===== config.mk =====
export PLATFORM = sky130hd
export DESIGN_NAME = adc_pwrup_seq
export DESIGN_NICKNAME = d
export VERILOG_FILES = /design/src/rtl/adc_seq_pkg.sv /design/src/rtl/pu_wait_timer.sv /design/src/rtl/ldo_code_calc.sv /design/src/rtl/adc_pwrup_seq.sv
export SDC_FILE = /design/constraint.sdc
export NUM_CORES = 1
export LEC_CHECK = 0
export BUFFER_PORTS_ARGS = -buffer_cell sky130_fd_sc_hd__buf_4
export CORE_MARGIN = 10
export CORE_UTILIZATION = 35
export DETAILED_ROUTE_END_ITERATION = 7
export GPL_TIMING_DRIVEN = 0
export SLEW_MARGIN = 20
export SYNTH_ARGS = -nofsm -noshare
export SYNTH_HDL_FRONTEND = slang
export SYNTH_SLANG_ARGS = --single-unit
export TNS_END_PERCENT = 1

===== constraint.sdc =====
create_clock -name clk -period 8.84 [get_ports clk]
set_clock_uncertainty 0.15 [all_clocks]
set_input_delay 1.768 -clock clk [delete_from_list [all_inputs] [get_ports clk]]
set_output_delay 1.768 -clock clk [all_outputs]
set_load 0.01 [all_outputs]

===== src/rtl/adc_seq_pkg.sv =====
package adc_seq_pkg;

    localparam int ACC_AW = 8;
    localparam int ACC_DW = 8;

    // converter register addresses
    localparam logic [ACC_AW-1:0] REG_PWR_CTL = 8'h00;
    localparam logic [ACC_AW-1:0] REG_LDO_CTL = 8'h01;
    localparam logic [ACC_AW-1:0] REG_ADC_CTL = 8'h15;

    // power-control bit positions
    localparam int PWR_RESET_BIT = 0;
    localparam int PWR_DIG_BIT   = 1;
    localparam int PWR_ANA_BIT   = 2;
    localparam int PWR_RDY_BIT   = 3;
    localparam int PWR_CYC_BIT   = 4;
    localparam int PWR_LDOSEL_BIT = 7;

    localparam logic [ACC_DW-1:0] ADC_CTL_VALUE = 8'h30;

    // regulator code field
    localparam int LDO_CODE_W   = 3;
    localparam int LDO_FIELD_LSB = 3;

    typedef enum logic [3:0] {
        ST_IDLE,
        ST_RST_WR,
        ST_DPU_WR,
        ST_PU_WAIT,
        ST_STAT_RD,
        ST_PWR_WR,
        ST_ADC_WR,
        ST_LDO_WR
    } seq_state_e;

endpackage


===== src/rtl/pu_wait_timer.sv =====
module pu_wait_timer #(
    parameter int CYCLES = 26250
) (
    input  logic clk,
    input  logic rst_n,
    input  logic run,
    output logic expired
);
    localparam int CW = $clog2(CYCLES + 1);
    localparam logic [CW-1:0] LAST = CW'(CYCLES - 1);

    logic [CW-1:0] cnt_q;

    always_ff @(posedge clk or negedge rst_n) begin
        if (!rst_n) begin
            cnt_q <= '0;
        end else if (!run) begin
            cnt_q <= '0;
        end else if (cnt_q != LAST) begin
            cnt_q <= cnt_q + 1'b1;
        end
    end

    assign expired = run && (cnt_q == LAST);

endmodule


===== src/rtl/ldo_code_calc.sv =====
module ldo_code_calc
    import adc_seq_pkg::*;
#(
    parameter int MV_W        = 13,
    parameter int LDO_MAX_MV  = 4500,
    parameter int LDO_MIN_MV  = 2400,
    parameter int LDO_STEP_MV = 300
) (
    input  logic [MV_W-1:0]       mv,
    output logic                  use_ldo,
    output logic [LDO_CODE_W-1:0] code,
    output logic [MV_W-1:0]       prog_mv
);
    localparam logic [MV_W-1:0] MAX_V  = MV_W'(LDO_MAX_MV);
    localparam logic [MV_W-1:0] MIN_V  = MV_W'(LDO_MIN_MV);
    localparam logic [MV_W-1:0] STEP_V = MV_W'(LDO_STEP_MV);
    localparam logic [MV_W-1:0] CODE_SAT = MV_W'((1 << LDO_CODE_W) - 1);

    logic [MV_W-1:0] diff;
    logic [MV_W-1:0] quot;

    always_comb begin
        use_ldo = (mv >= MIN_V);
        diff    = (mv >= MAX_V) ? '0 : (MAX_V - mv);
        quot    = diff / STEP_V;
        code    = (quot > CODE_SAT) ? CODE_SAT[LDO_CODE_W-1:0] : quot[LDO_CODE_W-1:0];
        prog_mv = MAX_V - (MV_W'(code) * STEP_V);
    end

endmodule


===== src/rtl/adc_pwrup_seq.sv =====
module adc_pwrup_seq
    import adc_seq_pkg::*;
#(
    parameter int CLK_HZ  = 125_000_000,
    parameter int WAIT_US = 210,
    parameter int MV_W    = 13
) (
    input  logic              clk,
    input  logic              rst_n,
    input  logic              start,
    input  logic [MV_W-1:0]   cfg_mv,
    output logic              acc_req,
    output logic              acc_we,
    output logic [ACC_AW-1:0] acc_addr,
    output logic [ACC_DW-1:0] acc_wdata,
    input  logic [ACC_DW-1:0] acc_rdata,
    input  logic              acc_done,
    input  logic              acc_err,
    output logic              seq_done,
    output logic              seq_failed,
    output logic [MV_W-1:0]   ldo_mv
);
    localparam longint unsigned WAIT_PROD = 64'(CLK_HZ) * 64'(WAIT_US);
    localparam int WAIT_RAW = int'((WAIT_PROD + 64'd999_999) / 64'd1_000_000);
    localparam int WAIT_CYC = (WAIT_RAW < 1) ? 1 : WAIT_RAW;

    seq_state_e state_q, state_d;
    logic [MV_W-1:0]       mv_q;
    logic                  use_ldo;
    logic [LDO_CODE_W-1:0] ldo_code;
    logic [MV_W-1:0]       prog_mv;
    logic                  wait_exp;
    logic                  xfer_ok, xfer_bad;
    logic                  finish_ok, abort;
    logic                  unused_rdata;

    assign unused_rdata = ^acc_rdata;

    ldo_code_calc #(.MV_W(MV_W)) u_ldo (
        .mv      (mv_q),
        .use_ldo (use_ldo),
        .code    (ldo_code),
        .prog_mv (prog_mv)
    );

    pu_wait_timer #(.CYCLES(WAIT_CYC)) u_wait (
        .clk     (clk),
        .rst_n   (rst_n),
        .run     (state_q == ST_PU_WAIT),
        .expired (wait_exp)
    );

    assign xfer_ok  = acc_req && acc_done && !acc_err;
    assign xfer_bad = acc_req && acc_done && acc_err;

    // state register
    always_ff @(posedge clk or negedge rst_n) begin
        if (!rst_n) state_q <= ST_IDLE;
        else        state_q <= state_d;
    end

    // next state
    always_comb begin
        state_d   = state_q;
        finish_ok = 1'b0;
        abort     = 1'b0;
        unique case (state_q)
            ST_IDLE:    if (start) state_d = ST_RST_WR;
            ST_RST_WR:  if (xfer_ok) state_d = ST_DPU_WR;
            ST_DPU_WR:  if (xfer_ok) state_d = ST_PU_WAIT;
            ST_PU_WAIT: if (wait_exp) state_d = ST_STAT_RD;
            ST_STAT_RD: begin
                if (xfer_ok) begin
                    if (acc_rdata[PWR_RDY_BIT]) begin
                        state_d = ST_PWR_WR;
                    end else begin
                        state_d = ST_IDLE;
                        abort   = 1'b1;
                    end
                end
            end
            ST_PWR_WR:  if (xfer_ok) state_d = ST_ADC_WR;
            ST_ADC_WR: begin
                if (xfer_ok) begin
                    if (use_ldo) begin
                        state_d = ST_LDO_WR;
                    end else begin
                        state_d   = ST_IDLE;
                        finish_ok = 1'b1;
                    end
                end
            end
            ST_LDO_WR: begin
                if (xfer_ok) begin
                    state_d   = ST_IDLE;
                    finish_ok = 1'b1;
                end
            end
            default: state_d = ST_IDLE;
        endcase
        if (xfer_bad) begin
            state_d   = ST_IDLE;
            abort     = 1'b1;
            finish_ok = 1'b0;
        end
    end

    // access port outputs
    always_comb begin
        acc_req   = 1'b0;
        acc_we    = 1'b0;
        acc_addr  = '0;
        acc_wdata = '0;
        unique case (state_q)
            ST_IDLE, ST_PU_WAIT: begin
                acc_req = 1'b0;
            end
            ST_RST_WR: begin
                acc_req = 1'b1;
                acc_we  = 1'b1;
                acc_addr = REG_PWR_CTL;
                acc_wdata[PWR_RESET_BIT] = 1'b1;
            end
            ST_DPU_WR: begin
                acc_req = 1'b1;
                acc_we  = 1'b1;
                acc_addr = REG_PWR_CTL;
                acc_wdata[PWR_DIG_BIT] = 1'b1;
            end
            ST_STAT_RD: begin
                acc_req  = 1'b1;
                acc_addr = REG_PWR_CTL;
            end
            ST_PWR_WR: begin
                acc_req = 1'b1;
                acc_we  = 1'b1;
                acc_addr = REG_PWR_CTL;
                acc_wdata[PWR_DIG_BIT]    = 1'b1;
                acc_wdata[PWR_ANA_BIT]    = 1'b1;
                acc_wdata[PWR_CYC_BIT]    = 1'b1;
                acc_wdata[PWR_LDOSEL_BIT] = use_ldo;
            end
            ST_ADC_WR: begin
                acc_req   = 1'b1;
                acc_we    = 1'b1;
                acc_addr  = REG_ADC_CTL;
                acc_wdata = ADC_CTL_VALUE;
            end
            ST_LDO_WR: begin
                acc_req   = 1'b1;
                acc_we    = 1'b1;
                acc_addr  = REG_LDO_CTL;
                acc_wdata = ACC_DW'(ldo_code) << LDO_FIELD_LSB;
            end
            default: acc_req = 1'b0;
        endcase
    end

    // sampled setting and result flags
    always_ff @(posedge clk or negedge rst_n) begin
        if (!rst_n) begin
            mv_q       <= '0;
            seq_done   <= 1'b0;
            seq_failed <= 1'b0;
            ldo_mv     <= '0;
        end else begin
            if (state_q == ST_IDLE && start) begin
                mv_q       <= cfg_mv;
                seq_done   <= 1'b0;
                seq_failed <= 1'b0;
                ldo_mv     <= '0;
            end
            if (abort) seq_failed <= 1'b1;
            if (finish_ok) begin
                seq_done <= 1'b1;
                ldo_mv   <= (state_q == ST_LDO_WR) ? prog_mv : '0;
            end
        end
    end


    req_hold_chk: assert property (@(posedge clk) disable iff (!rst_n)
        acc_req && !acc_done |=> acc_req && $stable(acc_we) && $stable(acc_addr) && $stable(acc_wdata));


    flag_excl_chk: assert property (@(posedge clk) disable iff (!rst_n)
        !(seq_done && seq_failed));


    done_quiet_chk: assert property (@(posedge clk) disable iff (!rst_n)
        seq_done |-> !acc_req);


    fail_cause_chk: assert property (@(posedge clk) disable iff (!rst_n)
        $rose(seq_failed) |-> $past(acc_done));


    ldo_wr_chk: assert property (@(posedge clk) disable iff (!rst_n)
        acc_req && acc_we && acc_addr == REG_LDO_CTL |-> use_ldo);

endmodule


==> flow_summary.toml, run 1 <==
[grt]
grt_max_degree = 45
grt_pass1_wl_um = 18700
track_usage = 0.132
grt.overflow.total = 0
grt_pass1_vias = 3953
antenna_found_initial = 0

[detailed_routing]
ant_nets = 0
via_per_inst = 5.60
dr.first_iter.drc_count = 173
wl_per_cell_um = 15.5
drc = 0
vias = 3899
drt_pass1_iterations = 5
wirelength_um = 10800

[run]
maxCapViolations = 0

[cts]
holdBufCountCts = 0
clock-sinks = 44
post_cts_buffers = 0
htree_levels = 2
cts_tree = "built"
clock_latency_ps = 290
cts_buffer_depth = 2
root_buffer = "clkbuf_16"
cts.clk_slew.worst_paths_ps = 70
cts_resized = 0
cts_buffers = 5

[critical_path]
worstSetupStartpointType = "register"
max_stage_delay_ps = 570
cp_max_fo = 7
crit_slowest_cell = "o41ai_4"
required_ps = 8850
rr_endpoint = "ldo_mv[10]$_DFFE_PN0P_"
crit_path_end_kind = "register"
critPathArrivalTime_ps = 7380
rr_startpoint = "mv_q[0]$_DFFE_PN0P_"
r2r_slack_ps = 1470
reg2reg_depth = 28
path_class = "register to register"

[layout]
drive_above_1_share = 0.215
area_growth_pct = 16.9
diodes = 0
fin_nets = 592
fin_cells = 696

[die]
io_pins = 59
coreArea_um2 = 11500
start_util = 0.361
die_height_um = 129
row_count = 39
die_w_um = 129
dieArea_um2 = 16600

[sta]
drv_slew = 0
grt_setup_unrepaired = "no"
slew_headroom = 0.571
fin_crit_ps = 7370
hold_ws_ps = 335
fin_crit_sh = 0.834
fmax_mhz = 136
finalSetupTns_ps = 0
hold_viol = 0
setup_violations = 0
worst_slew_pin_slew_ps = 641

[place]
portBuffers = 43
placed_cells = 688
dp_hpwl_um = 8480
gp_congestion = 0.876

[min_path]
whs_path_depth = 2
hp-class = "register to register"
worstHoldStart = "ldo_mv[7]$_DFFE_PN0P_"
hold_end = "ldo_mv[7]$_DFFE_PN0P_"

[synth]
yosysSeqAreaShare = 0.265
ys_seq_elements = 44
synth_cells = 495
async_reset_ff_frac = 1.00
ys.flop_type = "dfrtp_1"
post-synth-top-area-cell = "dfrtp_1"
synth_top_area_frac = 0.265
synth_area_leaders = "dfrtp_1 (26%), nand2_1 (4.7%), ha_1 (3.9%), mux2_2 (3.8%), o21ai_0 (3.7%)"
synth_cell_types = 88
synthesis.area_per_instance_um2 = 8.39
synth_warnings = 0
synthMostInstantiatedCell = "nand2_1"
syn_area_um2 = 4160
synth_commonest_cells = "nand2_1 (52), dfrtp_1 (44), nor2_1 (38), o21ai_0 (31), a21oi_1 (19)"
synth_edf_count = 0

[outcome]
status = "complete, no violations"
==> critical path, delay by kind of cell, from the launching register on <==
kind | cells | cell delay (ps)
compound gates | 10 | 2640
simple gates | 9 | 2160
fa+ha+maj | 4 | 1090
flops | 1 | 420
mux | 1 | 340
buf+inv | 3 | 260
xor+xnor | 1 | 180
==> per-stage QoR <==
step / worst slack (ps) / utilization / cell area (µm²)
6_report: 1470 / 0.422 / 4860
5_1_grt: 930 / 0.422 / 4860
4_1_cts: 1560 / 0.422 / 4860
3_5_place_dp: 1640 / 0.407 / 4680
3_3_place_gp: 1820 / 0.407 / 4680
2_1_floorplan: 2580 / - / 4180
==> kinds of logic (layout without fill, tap and decap cells) <==
logic type,after synthesis,count (layout),share of synthesized area
other,1,8,0.000902
muxes,23,23,0.0626
xor gates and xnor gates,27,27,0.0587
and+or+nand+nor,198,198,0.254
DFF,44,44,0.265
buffers and inverters,48,99,0.0554
adders and majority gates,14,14,0.0440
AOI/OAI and AO/OA,140,140,0.260
==> layout by cell type, fill, tap and decap left out, types with 7 or more instances in the layout <==
cell / Yosys / final
nor3_1: 10 / 10
dfrtp_1: 44 / 44
xnor2_1: 12 / 12
o21ai_0: 31 / 31
nor2_1: 38 / 38
nand3_1: 14 / 14
a211oi_1: 7 / 7
nor2b_1: 8 / 8
ha_1: 13 / 13
nand2_1: 52 / 52
and3_1: 13 / 13
inv_1: 16 / 16
mux2i_1: 8 / 8
conb_1: 1 / 8
nand4_1: 7 / 7
buf_4: 9 / 52
buf_2: 7 / 7
a21oi_1: 19 / 19
xor2_1: 14 / 14
mux2_2: 14 / 14
or2_2: 10 / 10
and2_1: 8 / 8
clkbuf_1: 14 / 14
o211ai_1: 12 / 12
==> layout make-up <==
type,count,area (µm²)
clock inverter,3,47.5
fill,1186,6660
multi-input combinational,410,2850
tap,143,179
clock buffer,5,125
buffer,32,170
inverter,16,60.1
timing repair buffer,43,323
sequential,44,1100
==> sequential cells by signal, summed over array words and instances, names as in the netlist <==
register	count
u_wait.cnt_q	15
mv_q	13
ldo_mv	11
state_q	3
seq_done	1
seq_failed	1
==> worst max path at each step <==
stage	end	depth (start not counted)	slack (ps)	from
2_1_floorplan	ldo_mv[10]$_DFFE_PN0P_	26	2580	mv_q[0]$_DFFE_PN0P_
3_3_place_gp	ldo_mv[10]$_DFFE_PN0P_	26	1820	mv_q[0]$_DFFE_PN0P_
3_5_place_dp	ldo_mv[10]$_DFFE_PN0P_	26	1640	mv_q[0]$_DFFE_PN0P_
4_1_cts	acc_wdata[4]	18	1560	mv_q[0]$_DFFE_PN0P_
5_1_grt	ldo_mv[10]$_DFFE_PN0P_	26	930	mv_q[0]$_DFFE_PN0P_
6_report	ldo_mv[10]$_DFFE_PN0P_	28	1470	mv_q[0]$_DFFE_PN0P_
==> routing by layer <==
metal | vias up | GRT usage | routed length, µm
met2 | 87 | 0.220 | 5220
met3 | 13 | 0.0300 | 555
li1 | 1921 | - | -
met5 | - | 0 | 0
met1 | 1878 | 0.165 | 4820
met4 | 0 | 0.0421 | 161
Power of run 1 is not shown: default switching activity piles up to over one toggle a cycle in this logic, so the estimate is an artifact.
==> inputs of run 2 (changes only) <==
==> constraint.sdc (replaced) <==
create_clock -name clk -period 7.7 [get_ports clk]
set_clock_uncertainty 0.15 [all_clocks]
set_input_delay 1.54 -clock clk [delete_from_list [all_inputs] [get_ports clk]]
set_output_delay 1.54 -clock clk [all_outputs]
set_load 0.01 [all_outputs]
==> flow_summary.toml, run 2 (synthesis gave the netlist of run 1 again) <==
[place]
dp_hpwl_um = 8480
placed_cells = 688
gp_congestion = 0.876
portBuffers = 43

[layout]
largest-register = "u_wait.cnt_q"
drive_above_1_share = 0.220
fillCellCount = 1183
diodes = 0
layout_common_cells = "buf_4 (53), nand2_1 (52), dfrtp_1 (44)"
largest_reg_flops = 15
fin_nets = 593
top_regs = "u_wait.cnt_q: 15 flops, mv_q: 13 flops, ldo_mv: 11 flops"
final_common_cell = "buf_4"
area_growth_pct = 17.2
fin_cells = 697

[outcome]
status = "complete, no violations"

[die]
row_count = 39
start_util = 0.361
io_pins = 59
coreArea_um2 = 11500
die_height_um = 129
die_w_um = 129
dieArea_um2 = 16600

[detailed_routing]
drc = 0
via_per_inst = 5.58
drt_pass1_iterations = 4
wirelength_um = 10700
wl_per_cell_um = 15.4
dr.first_iter.drc_count = 148
ant_nets = 0
vias = 3890

[critical_path]
crit_buf_inv = 3
crit_path_end_kind = "register"
cp_max_fo = 7
worstSetupEndpoint = "ldo_mv[10]$_DFFE_PN0P_"
max_stage_delay_ps = 540
crit_slowest_cell = "fa_1"
rr_startpoint = "mv_q[0]$_DFFE_PN0P_"
path_class = "register to register"
crit_cells = 28
critPathArrivalTime_ps = 7240
cp_top_family = "compound AO/OA/AOI/OAI gates"
rr_endpoint = "ldo_mv[10]$_DFFE_PN0P_"
worstSetupStartpointType = "register"
r2r_slack_ps = 470
required_ps = 7720
timing.critical_path.from = "mv_q[0]$_DFFE_PN0P_"
reg2reg_depth = 28

[cts]
cts_buffer_depth = 2
cts.clk_slew.worst_paths_ps = 70
cts_tree = "built"
clock-sinks = 44
clock_latency_ps = 290
cts_buffers = 5
htree_levels = 2
root_buffer = "clkbuf_16"

[grt]
track_usage = 0.132
antenna_found_initial = 0
grt_pass1_wl_um = 18700
grt_pass1_vias = 3953
grt_max_degree = 45
grt.overflow.total = 0

[sta]
grt_setup_unrepaired = "no"
hold_viol = 0
fin_crit_sh = 0.939
worst_slew_pin_slew_ps = 621
fin_crit_ps = 7230
setup_violations = 0
finalSetupTns_ps = 0
slew_headroom = 0.576
drv_slew = 0
fmax_mhz = 138

[run]
maxCapViolations = 0

[min_path]
hp-class = "register to register"
whs_path_depth = 2
worstHoldStart = "ldo_mv[5]$_DFFE_PN0P_"
==> run 2: cell types whose count changed in the layout (fill, tap and decap cells not counted), sizes merged <==
cell and delta:
buf +1
==> run 2: worst min-delay path by stage <==
stage | endpoint
detailed placement | ldo_mv[5]$_DFFE_PN0P_
floorplan | u_wait.cnt_q[14]$_DFFE_PN0N_
finish | ldo_mv[5]$_DFFE_PN0P_
global route | ldo_mv[8]$_DFFE_PN0P_
CTS | ldo_mv[5]$_DFFE_PN0P_
global placement | ldo_mv[2]$_DFFE_PN0P_
==> run 2: stage by stage <==
stage	utilization	worst slack, ps	cell area [µm²]	hold slack, ps
global route	0.423	24.6	4870	360
floorplan	-	1440	4180	354
global placement	0.407	680	4680	320
detailed placement	0.407	501	4680	325
CTS	0.422	446	4860	340
finish	0.423	473	4870	335
==> run 2: area by class of cell <==
type	instances	area, µm²	share of cell area
Buffer	32	171	0.0352
Clock buffer	5	125	0.0257
Clock inverter	3	47.5	0.00976
Inverter	16	60.1	0.0123
Multi-Input combinational cell	410	2860	0.586
Sequential cell	44	1100	0.226
Tap cell	143	179	0.0367
Timing Repair Buffer	44	330	0.0678
==> run 2: metal layers <==
layer  vias up  share of wire  track usage
met2        74           0.48        0.220
met1      1874           0.45        0.165
met3        15          0.044       0.0300
li1       1927              -            -
met5         -              0            0
met4         0          0.017       0.0421
==> run 2: repair_timing <==
action                                  CTS  global route
hold buffers                              0             0
gates resized for setup                   0             4
endpoints found under the setup margin    0             1
buffers inserted                          0             1
==> run 2: tightest hold or removal path, stage by stage (launching register included) <==
cell	delay (ps)
dfrtp_1	340
nand2_1	40
o21ai_0	60
Power of run 2 is left out for the same reason.
==> inputs of run 3 (changes only) <==
--- a/config.mk
+++ b/config.mk
@@ -5,6 +5,7 @@
 export SDC_FILE = /design/constraint.sdc
 export NUM_CORES = 1
 export LEC_CHECK = 0
+export ABC_AREA = 1
 export BUFFER_PORTS_ARGS = -buffer_cell sky130_fd_sc_hd__buf_4
 export CORE_MARGIN = 10
 export CORE_UTILIZATION = 35
@@ -14,4 +15,4 @@
 export SYNTH_ARGS = -nofsm -noshare
 export SYNTH_HDL_FRONTEND = slang
 export SYNTH_SLANG_ARGS = --single-unit
-export TNS_END_PERCENT = 1
+export TNS_END_PERCENT = 10
==> flow_summary.toml, run 3 <==
[outcome]
status = "complete, no violations"

[synth]
ys_seq_elements = 44
synth_edf_count = 0
synthesis.area_per_instance_um2 = 6.91
synth_cell_types = 44
ys.flop_type = "dfrtp_1"
synth_warnings = 0
synth_area_leaders = "dfrtp_1 (29%), nand2_1 (13%), inv_1 (7.1%), nand3_1 (6.1%), o21ai_0 (4.8%)"
synth_top_area_frac = 0.291
yosysSeqAreaShare = 0.291
synth_cells = 547
async_reset_ff_frac = 1.00
post-synth-top-area-cell = "dfrtp_1"
synthMostInstantiatedCell = "nand2_1"
syn_area_um2 = 3780
synth_commonest_cells = "nand2_1 (135), inv_1 (72), nand3_1 (46), dfrtp_1 (44), nor2_1 (43)"

[sta]
setup_violations = 0
fin_crit_sh = 0.762
fmax_mhz = 170
slew_headroom = 0.616
hold_viol = 0
grt_setup_unrepaired = "no"
finalSetupTns_ps = 0
fin_crit_ps = 5870
hold_ws_ps = 338
drv_slew = 0
worst_slew_pin_slew_ps = 575

[cts]
cts_buffer_depth = 2
clock-sinks = 44
cts_tree = "built"
cts_resized = 0
post_cts_buffers = 0
cts.clk_slew.worst_paths_ps = 90
clock_latency_ps = 300
cts_buffers = 5
root_buffer = "clkbuf_8"
htree_levels = 2
holdBufCountCts = 0

[critical_path]
max_stage_delay_ps = 360
path_class = "register to output pin"
worstSetupStartpointType = "register"
required_ps = 6010
crit_path_end_kind = "output pin"
cp_max_fo = 10
crit_slowest_cell = "dfrtp_1"
critPathArrivalTime_ps = 4180

[die]
coreArea_um2 = 10400
die_height_um = 124
start_util = 0.363
io_pins = 59
die_w_um = 124
dieArea_um2 = 15400
row_count = 37

[grt]
grt.overflow.total = 0
antenna_found_initial = 0
grt_max_degree = 45
grt_pass1_vias = 3469
track_usage = 0.120
grt_pass1_wl_um = 15400

[layout]
drive_above_1_share = 0.212
largest-register = "u_wait.cnt_q"
top_regs = "u_wait.cnt_q: 15 flops, mv_q: 13 flops, ldo_mv: 11 flops"
diodes = 0
area_growth_pct = 16.2
largest_reg_flops = 15
layout_common_cells = "nand2_1 (135), inv_1 (72), buf_4 (52)"
final_common_cell = "nand2_1"
fillCellCount = 1088
fin_nets = 644

[detailed_routing]
drc = 0
wl_per_cell_um = 12.3
dr.first_iter.drc_count = 143
vias = 3534
wirelength_um = 9080
ant_nets = 0
via_per_inst = 4.77
drt_pass1_iterations = 4

[min_path]
hp-class = "register to register"

[place]
gp_congestion = 0.892
portBuffers = 43
dp_hpwl_um = 7420

[run]
maxCapViolations = 0
## run 3: changes by cell type after synthesis, sizes merged, moves of 10 or more
cell / delta
nand2: +112
inv: +68
nand3: +43
mux2: -14
and3: -13
xnor2: -11
clkbuf: -10
## run 3: cells by family after synthesis
family / synth area share
DFF: 0.291
buffers and inverters: 0.107
other: 0.000991
AOI/OAI and AO/OA: 0.134
adders and majority gates: 0.0483
xor gates and xnor gates: 0.0278
and+or+nand+nor: 0.391
## run 3: cell type report
class                      count  area (µm²)  share of cell area
buffer                        13        82.6              0.0188
multi-input combinational    411        2300               0.524
sequential                    44        1100               0.251
tap                          136         170              0.0387
timing repair buffer          43         323              0.0735
clock inverter                 2        10.0             0.00228
inverter                      86         323              0.0735
clock buffer                   6        82.6              0.0188
## run 3: per-layer routing
layer / track usage / routed length (µm) / vias up / part of all wire
li1: - / - / 1873 / -
met1: 0.136 / 3980 / 1599 / 0.44
met2: 0.220 / 4600 / 54 / 0.51
met3: 0.0262 / 410 / 8 / 0.045
met4: 0.0353 / 93 / 0 / 0.010
met5: 0 / 0 / - / 0
## run 3: critical path, delay by kind of cell, from the launching register on
| kind | cells | cell delay, ps |
|---|---|---|
| AND/OR/NAND/NOR | 21 | 2240 |
| AO/OA/AOI/OAI | 3 | 620 |
| flip-flops | 1 | 360 |
| buffers and inverters | 2 | 230 |
| adder cells (fa/ha/maj) | 1 | 220 |
| XOR/XNOR | 1 | 190 |
## run 3: final timing paths
check | from | end | depth (start not counted) | slack, ps
max | mv_q[0]$_DFFE_PN0P_ | acc_wdata[3] | 28 | 1830
max in group asynchronous | rst_n | u_wait.cnt_q[9]$_DFFE_PN0N_ | 1 | 5920
max reg2reg | mv_q[0]$_DFFE_PN0P_ | ldo_mv[10]$_DFFE_PN0P_ | 36 | 1860
min in group asynchronous | rst_n | state_q[2]$_DFFE_PN0P_ | 1 | 1070
min reg2reg | ldo_mv[9]$_DFFE_PN0P_ | ldo_mv[9]$_DFFE_PN0P_ | 2 | 340
min | ldo_mv[9]$_DFFE_PN0P_ | ldo_mv[9]$_DFFE_PN0P_ | 2 | 340
## run 3: per-stage QoR
| stage | worst slack, ps | instance area [µm²] | utilization | instances |
|---|---|---|---|---|
| global route | 1330 | 4390 | 0.422 | 741 |
| CTS | 1780 | 4390 | 0.422 | 741 |
| finish | 1830 | 4390 | 0.422 | 741 |
| detailed placement | 1900 | 4300 | 0.413 | 733 |
| floorplan | 2620 | 3810 | - | 554 |
| global placement | 1970 | 4300 | 0.413 | 733 |
Power of run 3 is left out for the same reason.
